===== config.mk =====
export PLATFORM = sky130hd
export DESIGN_NAME = msiDirectory
export DESIGN_NICKNAME = d
export VERILOG_FILES = /design/src/rtl/msiDirPkg.sv /design/src/rtl/msiDirCtrl.sv /design/src/rtl/msiDirData.sv /design/src/rtl/msiDirectory.sv
export SDC_FILE = /design/constraint.sdc
export NUM_CORES = 1
export LEC_CHECK = 0
export ABC_AREA = 1
export BUFFER_PORTS_ARGS = -buffer_cell sky130_fd_sc_hd__clkbuf_2
export CAP_MARGIN = 30
export CELL_PAD_IN_SITES_DETAIL_PLACEMENT = 1
export CELL_PAD_IN_SITES_GLOBAL_PLACEMENT = 1
export CORE_MARGIN = 3
export CORE_UTILIZATION = 45
export CTS_BUF_LIST = sky130_fd_sc_hd__clkbuf_8 sky130_fd_sc_hd__clkbuf_16
export CTS_CLUSTER_SIZE = 12
export DETAILED_ROUTE_END_ITERATION = 8
export GPL_TIMING_DRIVEN = 1
export PLACE_DENSITY = 0.77
export SYNTH_ARGS = -nofsm -noshare
export SYNTH_HDL_FRONTEND = slang
export SYNTH_SLANG_ARGS = --single-unit

===== constraint.sdc =====
create_clock -name clk -period 3.1 [get_ports clk]
set_input_delay 0.465 -clock clk [delete_from_list [all_inputs] [get_ports clk]]
set_output_delay 0.465 -clock clk [all_outputs]
set_load 0.05 [all_outputs]

===== src/rtl/msiDirPkg.sv =====
package msiDirPkg;

  typedef enum logic [1:0] {
    REQ_GETS = 2'd0,
    REQ_GETM = 2'd1,
    REQ_PUTS = 2'd2,
    REQ_PUTM = 2'd3
  } reqKind_t;

  typedef enum logic [1:0] {
    FWD_GETS   = 2'd0,
    FWD_GETM   = 2'd1,
    FWD_INV    = 2'd2,
    FWD_PUTACK = 2'd3
  } fwdKind_t;

  typedef enum logic [1:0] {
    LN_I  = 2'd0,
    LN_S  = 2'd1,
    LN_M  = 2'd2,
    LN_SD = 2'd3
  } lineState_t;

  // strobes from control to datapath for the request taken this cycle
  typedef struct packed {
    logic     accept;
    logic     addReq;
    logic     addOwner;
    logic     removeReq;
    logic     clearSharers;
    logic     setOwner;
    logic     memFromReq;
    logic     memFromWb;
    logic     sendData;
    logic     sendFwd;
    fwdKind_t fwdKind;
    logic     startInv;
  } dirStrobes_t;

endpackage


===== src/rtl/msiDirCtrl.sv =====
module msiDirCtrl
  import msiDirPkg::*;
#(
  parameter int NUM_CACHES = 4,
  parameter int NUM_LINES  = 4,
  parameter int ID_W       = 2,
  parameter int LINE_W     = 2
) (
  input  logic                  clk,
  input  logic                  rstN,
  input  logic                  reqValid,
  input  logic [1:0]            reqType,
  input  logic [ID_W-1:0]       reqSrc,
  input  logic [LINE_W-1:0]     reqLine,
  input  logic                  wbValid,
  input  logic [LINE_W-1:0]     wbLine,
  input  logic [NUM_CACHES-1:0] lineSharers,
  input  logic [ID_W-1:0]       lineOwner,
  input  logic                  invBusy,
  output logic                  reqReady,
  output dirStrobes_t           strobe
);

  lineState_t stateVec [NUM_LINES];
  lineState_t curState;
  lineState_t nextState;
  reqKind_t   kind;
  logic       isGet;
  logic       accept;
  logic       wbHit;
  logic [NUM_CACHES-1:0] reqBit;
  logic       lastLeave;

  assign kind      = reqKind_t'(reqType);
  assign curState  = stateVec[reqLine];
  assign isGet     = (kind == REQ_GETS) || (kind == REQ_GETM);
  assign reqReady  = !wbValid && !invBusy && !(isGet && curState == LN_SD);
  assign accept    = reqValid && reqReady;
  assign wbHit     = wbValid && (stateVec[wbLine] == LN_SD);
  assign reqBit    = NUM_CACHES'(1) << reqSrc;
  assign lastLeave = ((lineSharers & ~reqBit) == '0);

  for (genvar g = 0; g < NUM_LINES; g++) begin : gLine
    lineState_t st;
    always_ff @(posedge clk) begin
      if (!rstN)
        st <= LN_I;
      else if (wbHit && wbLine == LINE_W'(g))
        st <= LN_S;
      else if (accept && reqLine == LINE_W'(g))
        st <= nextState;
    end
    assign stateVec[g] = st;
  end

  always_comb begin
    strobe           = '0;
    strobe.accept    = accept;
    strobe.memFromWb = wbHit;
    nextState        = curState;
    if (accept) begin
      unique case (kind)
        REQ_GETS: begin
          if (curState == LN_M) begin
            strobe.sendFwd      = 1'b1;
            strobe.fwdKind      = FWD_GETS;
            strobe.clearSharers = 1'b1;
            strobe.addReq       = 1'b1;
            strobe.addOwner     = 1'b1;
            nextState           = LN_SD;
          end else begin
            strobe.sendData = 1'b1;
            strobe.addReq   = 1'b1;
            nextState       = LN_S;
          end
        end
        REQ_GETM: begin
          strobe.setOwner = 1'b1;
          nextState       = LN_M;
          if (curState == LN_M) begin
            strobe.sendFwd = 1'b1;
            strobe.fwdKind = FWD_GETM;
          end else begin
            strobe.sendData = 1'b1;
            if (curState == LN_S) begin
              strobe.startInv     = 1'b1;
              strobe.clearSharers = 1'b1;
            end
          end
        end
        REQ_PUTS: begin
          strobe.sendFwd = 1'b1;
          strobe.fwdKind = FWD_PUTACK;
          if (curState == LN_S || curState == LN_SD)
            strobe.removeReq = 1'b1;
          if (curState == LN_S && lastLeave)
            nextState = LN_I;
        end
        default: begin
          strobe.sendFwd = 1'b1;
          strobe.fwdKind = FWD_PUTACK;
          if (curState == LN_M && lineOwner == reqSrc) begin
            strobe.memFromReq = 1'b1;
            nextState         = LN_I;
          end else if (curState == LN_S || curState == LN_SD) begin
            strobe.removeReq = 1'b1;
            if (curState == LN_S && lastLeave)
              nextState = LN_I;
          end
        end
      endcase
    end
  end

endmodule


===== src/rtl/msiDirData.sv =====
module msiDirData
  import msiDirPkg::*;
#(
  parameter int NUM_CACHES = 4,
  parameter int NUM_LINES  = 4,
  parameter int DATA_W     = 16,
  parameter int INIT_BASE  = 'hA000,
  parameter int ID_W       = 2,
  parameter int LINE_W     = 2
) (
  input  logic                  clk,
  input  logic                  rstN,
  input  dirStrobes_t           strobe,
  input  logic [ID_W-1:0]       reqSrc,
  input  logic [LINE_W-1:0]     reqLine,
  input  logic [DATA_W-1:0]     reqData,
  input  logic [LINE_W-1:0]     wbLine,
  input  logic [DATA_W-1:0]     wbData,
  output logic [NUM_CACHES-1:0] lineSharers,
  output logic [ID_W-1:0]       lineOwner,
  output logic                  invBusy,
  output logic                  rspValid,
  output logic [ID_W-1:0]       rspDst,
  output logic [LINE_W-1:0]     rspLine,
  output logic [DATA_W-1:0]     rspData,
  output logic [ID_W-1:0]       rspAcks,
  output logic                  fwdValid,
  output logic [1:0]            fwdType,
  output logic [ID_W-1:0]       fwdDst,
  output logic [LINE_W-1:0]     fwdLine,
  output logic [ID_W-1:0]       fwdReq
);

  logic [NUM_CACHES-1:0] sharers [NUM_LINES];
  logic [ID_W-1:0]       owner   [NUM_LINES];
  logic [DATA_W-1:0]     mem     [NUM_LINES];

  logic [NUM_CACHES-1:0] reqBit;
  logic [NUM_CACHES-1:0] otherSharers;
  logic [NUM_CACHES-1:0] nextSharers;
  logic [ID_W-1:0]       otherCount;

  logic [NUM_CACHES-1:0] invMask;
  logic [ID_W-1:0]       invReq;
  logic [LINE_W-1:0]     invLine;
  logic [ID_W-1:0]       invPick;

  assign reqBit       = NUM_CACHES'(1) << reqSrc;
  assign lineSharers  = sharers[reqLine];
  assign lineOwner    = owner[reqLine];
  assign otherSharers = lineSharers & ~reqBit;
  assign invBusy      = (invMask != '0);

  always_comb begin
    otherCount = '0;
    for (int i = 0; i < NUM_CACHES; i++)
      otherCount = otherCount + ID_W'(otherSharers[i]);
  end

  always_comb begin
    invPick = '0;
    for (int i = NUM_CACHES - 1; i >= 0; i--)
      if (invMask[i]) invPick = ID_W'(i);
  end

  always_comb begin
    nextSharers = lineSharers;
    if (strobe.clearSharers) nextSharers = '0;
    if (strobe.addOwner)     nextSharers = nextSharers | (NUM_CACHES'(1) << lineOwner);
    if (strobe.removeReq)    nextSharers = nextSharers & ~reqBit;
    if (strobe.addReq)       nextSharers = nextSharers | reqBit;
  end

  // line records and memory
  always_ff @(posedge clk) begin
    if (!rstN) begin
      for (int i = 0; i < NUM_LINES; i++) begin
        sharers[i] <= '0;
        owner[i]   <= '0;
        mem[i]     <= DATA_W'(INIT_BASE + i);
      end
    end else begin
      if (strobe.accept) begin
        sharers[reqLine] <= nextSharers;
        if (strobe.setOwner) owner[reqLine] <= reqSrc;
      end
      if (strobe.memFromReq) mem[reqLine] <= reqData;
      if (strobe.memFromWb)  mem[wbLine]  <= wbData;
    end
  end

  // invalidate drain
  always_ff @(posedge clk) begin
    if (!rstN) begin
      invMask <= '0;
      invReq  <= '0;
      invLine <= '0;
    end else if (strobe.startInv) begin
      invMask <= otherSharers;
      invReq  <= reqSrc;
      invLine <= reqLine;
    end else if (invBusy) begin
      invMask <= invMask & ~(NUM_CACHES'(1) << invPick);
    end
  end

  // data reply channel
  always_ff @(posedge clk) begin
    if (!rstN) begin
      rspValid <= 1'b0;
      rspDst   <= '0;
      rspLine  <= '0;
      rspData  <= '0;
      rspAcks  <= '0;
    end else begin
      rspValid <= strobe.sendData;
      if (strobe.sendData) begin
        rspDst  <= reqSrc;
        rspLine <= reqLine;
        rspData <= mem[reqLine];
        rspAcks <= strobe.startInv ? otherCount : '0;
      end
    end
  end

  // forwarded channel
  always_ff @(posedge clk) begin
    if (!rstN) begin
      fwdValid <= 1'b0;
      fwdType  <= '0;
      fwdDst   <= '0;
      fwdLine  <= '0;
      fwdReq   <= '0;
    end else if (strobe.sendFwd) begin
      fwdValid <= 1'b1;
      fwdType  <= strobe.fwdKind;
      fwdDst   <= (strobe.fwdKind == FWD_PUTACK) ? reqSrc : lineOwner;
      fwdLine  <= reqLine;
      fwdReq   <= reqSrc;
    end else if (invBusy) begin
      fwdValid <= 1'b1;
      fwdType  <= FWD_INV;
      fwdDst   <= invPick;
      fwdLine  <= invLine;
      fwdReq   <= invReq;
    end else begin
      fwdValid <= 1'b0;
    end
  end

endmodule


===== src/rtl/msiDirectory.sv =====
module msiDirectory
  import msiDirPkg::*;
#(
  parameter int NUM_CACHES = 4,
  parameter int NUM_LINES  = 4,
  parameter int DATA_W     = 16,
  parameter int INIT_BASE  = 'hA000,
  parameter int ID_W       = $clog2(NUM_CACHES),
  parameter int LINE_W     = $clog2(NUM_LINES)
) (
  input  logic              clk,
  input  logic              rstN,
  input  logic              reqValid,
  output logic              reqReady,
  input  logic [1:0]        reqType,
  input  logic [ID_W-1:0]   reqSrc,
  input  logic [LINE_W-1:0] reqLine,
  input  logic [DATA_W-1:0] reqData,
  input  logic              wbValid,
  input  logic [LINE_W-1:0] wbLine,
  input  logic [DATA_W-1:0] wbData,
  output logic              rspValid,
  output logic [ID_W-1:0]   rspDst,
  output logic [LINE_W-1:0] rspLine,
  output logic [DATA_W-1:0] rspData,
  output logic [ID_W-1:0]   rspAcks,
  output logic              fwdValid,
  output logic [1:0]        fwdType,
  output logic [ID_W-1:0]   fwdDst,
  output logic [LINE_W-1:0] fwdLine,
  output logic [ID_W-1:0]   fwdReq
);

  dirStrobes_t           strobe;
  logic [NUM_CACHES-1:0] lineSharers;
  logic [ID_W-1:0]       lineOwner;
  logic                  invBusy;

  msiDirCtrl #(
    .NUM_CACHES(NUM_CACHES), .NUM_LINES(NUM_LINES),
    .ID_W(ID_W), .LINE_W(LINE_W)
  ) u_ctrl (
    .clk(clk), .rstN(rstN),
    .reqValid(reqValid), .reqType(reqType), .reqSrc(reqSrc), .reqLine(reqLine),
    .wbValid(wbValid), .wbLine(wbLine),
    .lineSharers(lineSharers), .lineOwner(lineOwner), .invBusy(invBusy),
    .reqReady(reqReady), .strobe(strobe)
  );

  msiDirData #(
    .NUM_CACHES(NUM_CACHES), .NUM_LINES(NUM_LINES), .DATA_W(DATA_W),
    .INIT_BASE(INIT_BASE), .ID_W(ID_W), .LINE_W(LINE_W)
  ) u_data (
    .clk(clk), .rstN(rstN), .strobe(strobe),
    .reqSrc(reqSrc), .reqLine(reqLine), .reqData(reqData),
    .wbLine(wbLine), .wbData(wbData),
    .lineSharers(lineSharers), .lineOwner(lineOwner), .invBusy(invBusy),
    .rspValid(rspValid), .rspDst(rspDst), .rspLine(rspLine),
    .rspData(rspData), .rspAcks(rspAcks),
    .fwdValid(fwdValid), .fwdType(fwdType), .fwdDst(fwdDst),
    .fwdLine(fwdLine), .fwdReq(fwdReq)
  );

endmodule


==> impl_metrics.ini <==
[drt]
postRouteWirelength_microns = 19000
wire_per_inst_microns = 19.0
drt_iter0_markers = 302
viasPerCell = 5.49
detail-route-antenna-nets = 0
drc_errors = 0
dr_total_vias = 5481
drtPass1Iterations = 5

[clocking]
cts_made_buffers = 17
cts_tree = built
ctsHoldBuffers = 0
clk_latency_ns = 0.43
cts_root_buf = clkbuf_16
clk_pin_slew_ns = 0.06
post_cts_resized = 0
cts_setup_buffers = 0
cts_buffer_depth = 2
htree_levels = 4
clkSinkCount = 136

[synth]
syn-cell-area_sq_mm = 0.00648
synth_top_area_frac = 0.408
synth_fp_nets = 764
synth_area_per_cell_sq_um = 9.03
synthTopCellsByArea = edfxtp_1, dfxtp_1, nand2_1
netlist_instances = 717
synth_cell_types = 41
yosys_warnings = 0
ys_ff_latch = 136
synth.largest_area_cell = edfxtp_1
yosysSeqAreaShare = 0.556

[cells_and_area]
multi_input_comb_area_sq_mm = 0.00237
insertedDiodeCount = 0
drive_gt1_frac = 0.219
num-nets-final = 853
seqCellArea_sq_mm = 0.00360
synthToLayoutAreaGrowth_pct = 18.6
num-fill-cells = 1652
fin_util = 0.549

[critical_path]
max_stage_delay_ns = 0.27
critical_path.startpoint_type = input pin
cpMostUsedCell = nand2_1
path_cells = clkbuf_2, inv_2, nand2_1, nand2_1, nand2_1, nand2_1, nand2_1, nand2_1, nand3_1, nor2_4, nand3_1, nand2_4, nand2_4, nand2_1, buf_4
r2r_cells = 11
crit_required_ns = 3.20
crit_fanout = 16
crit_path_end_kind = flip-flop
crit_path_top_delay_cell = buf_4
crit_type = input pin to flip-flop
worstPathArrival_ns = 2.55

[global_routing]
grt_pass1_vias = 5839
gr-total-overflow = 0
grt_max_degree = 42
track_usage = 0.245
grt_pass1_wl_microns = 30300
antenna_found_initial = 0

[power]
internal_power_mw = 3.27
p_seq_frac = 0.462
p_sw_mw = 1.08
clkPwrFrac = 0.444
power.share.combinational = 0.094
switching_share = 0.249
powerDensity_mw_per_mm2 = 566
ir_drop_v = 0.000402
p_leak_nw = 3.21
finalPower_mw = 4.35

[hold_path]
worstHoldPathType = input pin to flip-flop
whs_path_depth = 3

[timing]
holdWs_ns = 0.355
hold_viol = 0
fin_ws_ns = 0.650
final_max_slew_viol_count = 0
fin_crit_ns = 2.45
skew_ns = 0.0160
fmax_mhz = 408
finalCritPeriodShare = 0.790
finalSetupTns_ns = 0
setup_viol = 0
slew_headroom = 0.665
worstMarginPinSlew_ns = 0.501
rsz0062_at_grt = no

[floorplan]
rows = 43
fp.dieH_microns = 126
die_w_microns = 126
die_area_sq_mm = 0.0159
fp.coreArea_sq_mm = 0.0140
io-pin-count = 77
initial_core_util = 0.463

[placed_design]
portBuffers = 76
gp_congestion = 0.840
dp_hpwl_microns = 13600
dpl_worst_slack_ns = 0.217

[status]
outcome = finished clean

[flow_run]
maxCapViolCount = 0
## power by group through the flow
stage                     Clock (mW)  Combinational (mW)  Sequential, mW
after global placement             0               0.394            2.04
after floorplan                    0               0.195            2.10
after CTS                       1.96               0.412            2.01
after global routing            2.04               0.446            2.01
after detailed placement           0               0.407            2.04
final                           1.93               0.409            2.01
## metrics by stage
stage | std cells | area [sq um]
floorplan | 717 | 6480
global placement | 967 | 7120
detailed placement | 967 | 7120
CTS | 999 | 7680
global route | 999 | 7680
finish | 999 | 7680
## logic make-up (layout without fill, tap and decap cells)
kind of cell / Yosys count / in the layout / synth area share
simple gates: 310 / 310 / 0.209
buf+inv: 114 / 216 / 0.0776
fa+ha+maj: 3 / 3 / 0.00695
flops: 136 / 136 / 0.556
xor+xnor: 1 / 1 / 0.00135
compound gates: 153 / 153 / 0.149
## worst max-delay path, delay by kind of cell
kind | cells | cell delay (ns)
buffers and inverters | 3 | 0.67
AND/OR/NAND/NOR | 12 | 1.40
## metal layers
layer	part of all wire	vias to the layer above	global-route usage
met1	0.39	2706	0.275
met4	0.025	0	0.0890
met3	0.036	42	0.0488
met5	0	-	0
met2	0.54	137	0.459
li1	-	2596	-
## cell usage after synthesis
library cell,n
nor2_8,1
a22o_1,16
o21a_1,4
xor2_1,1
a31oi_1,7
or2_2,8
a22oi_1,4
ha_1,2
o21ai_2,10
o21ai_0,32
o211ai_1,4
nand4_1,2
clkinv_1,2
inv_1,70
o21ai_1,9
clkbuf_1,9
edfxtp_1,88
or2_1,1
nor2_1,82
nand2_4,5
nand2_1,164
and2_1,1
nor3_1,2
dfxtp_1,48
nor3b_2,1
nand3_1,30
fa_1,1
nand3_2,2
a21oi_1,50
a21boi_0,1
buf_6,5
nor2_4,2
inv_2,11
nor2_2,6
buf_4,7
buf_1,1
a221oi_1,16
clkbuf_2,2
buf_2,7
nand2_2,2
nand4_2,1
## final cells by class
type / instances / area share
flip-flops and latches: 136 / 0.469
multi-input cells: 467 / 0.309
repair buffers: 101 / 0.0788
clock buffers: 17 / 0.0554
inverters: 83 / 0.0405
well taps: 180 / 0.0293
clock inverters: 15 / 0.0181
## registers in the layout, indices dropped and copies added (netlist names)
| register | count |
|---|---|
| u_data.fwdType | 2 |
| u_data.sharers | 16 |
| u_data.rspValid | 1 |
| u_data.fwdValid | 1 |
| u_data.fwdLine | 2 |
| u_data.rspLine | 2 |
| u_data.mem | 64 |
| u_data.invReq | 2 |
| u_data.rspDst | 2 |
| u_data.owner | 8 |
| u_data.invLine | 2 |
| u_data.invMask | 4 |
| u_ctrl.gLine.st | 8 |
| u_data.rspData | 16 |
| u_data.fwdDst | 2 |
| u_data.rspAcks | 2 |
| u_data.fwdReq | 2 |
## layout by cell type (no fill, tap or decap), drive strengths merged
cell / instances
nor2: 91
a21oi: 50
nor3b: 1
nand4: 3
bufinv: 2
buf: 25
inv: 83
a221oi: 16
ha: 2
nor3: 2
xor2: 1
edfxtp: 88
and2: 1
nand3: 32
clkinv: 10
o21a: 4
dfxtp: 48
nand2: 171
or2: 9
a21boi: 1
a22o: 16
o21ai: 51
clkinvlp: 3
clkbuf: 93
o211ai: 4
a31oi: 7
fa: 1
a22oi: 4
## path summary, 6_finish.rpt
kind / start / slack [ns] / endpoint
setup / recovery: reqLine[0] / 0.65 / u_data.mem[0][3]
hold / removal: wbData[14] / 0.36 / u_data.mem[3][14]
hold reg to reg: u_data.fwdReq[1] / 0.48 / u_data.fwdReq[1]
setup reg to reg: u_data.invMask[0] / 0.65 / u_data.mem[0][3]
(Power assumes the default switching activity.)
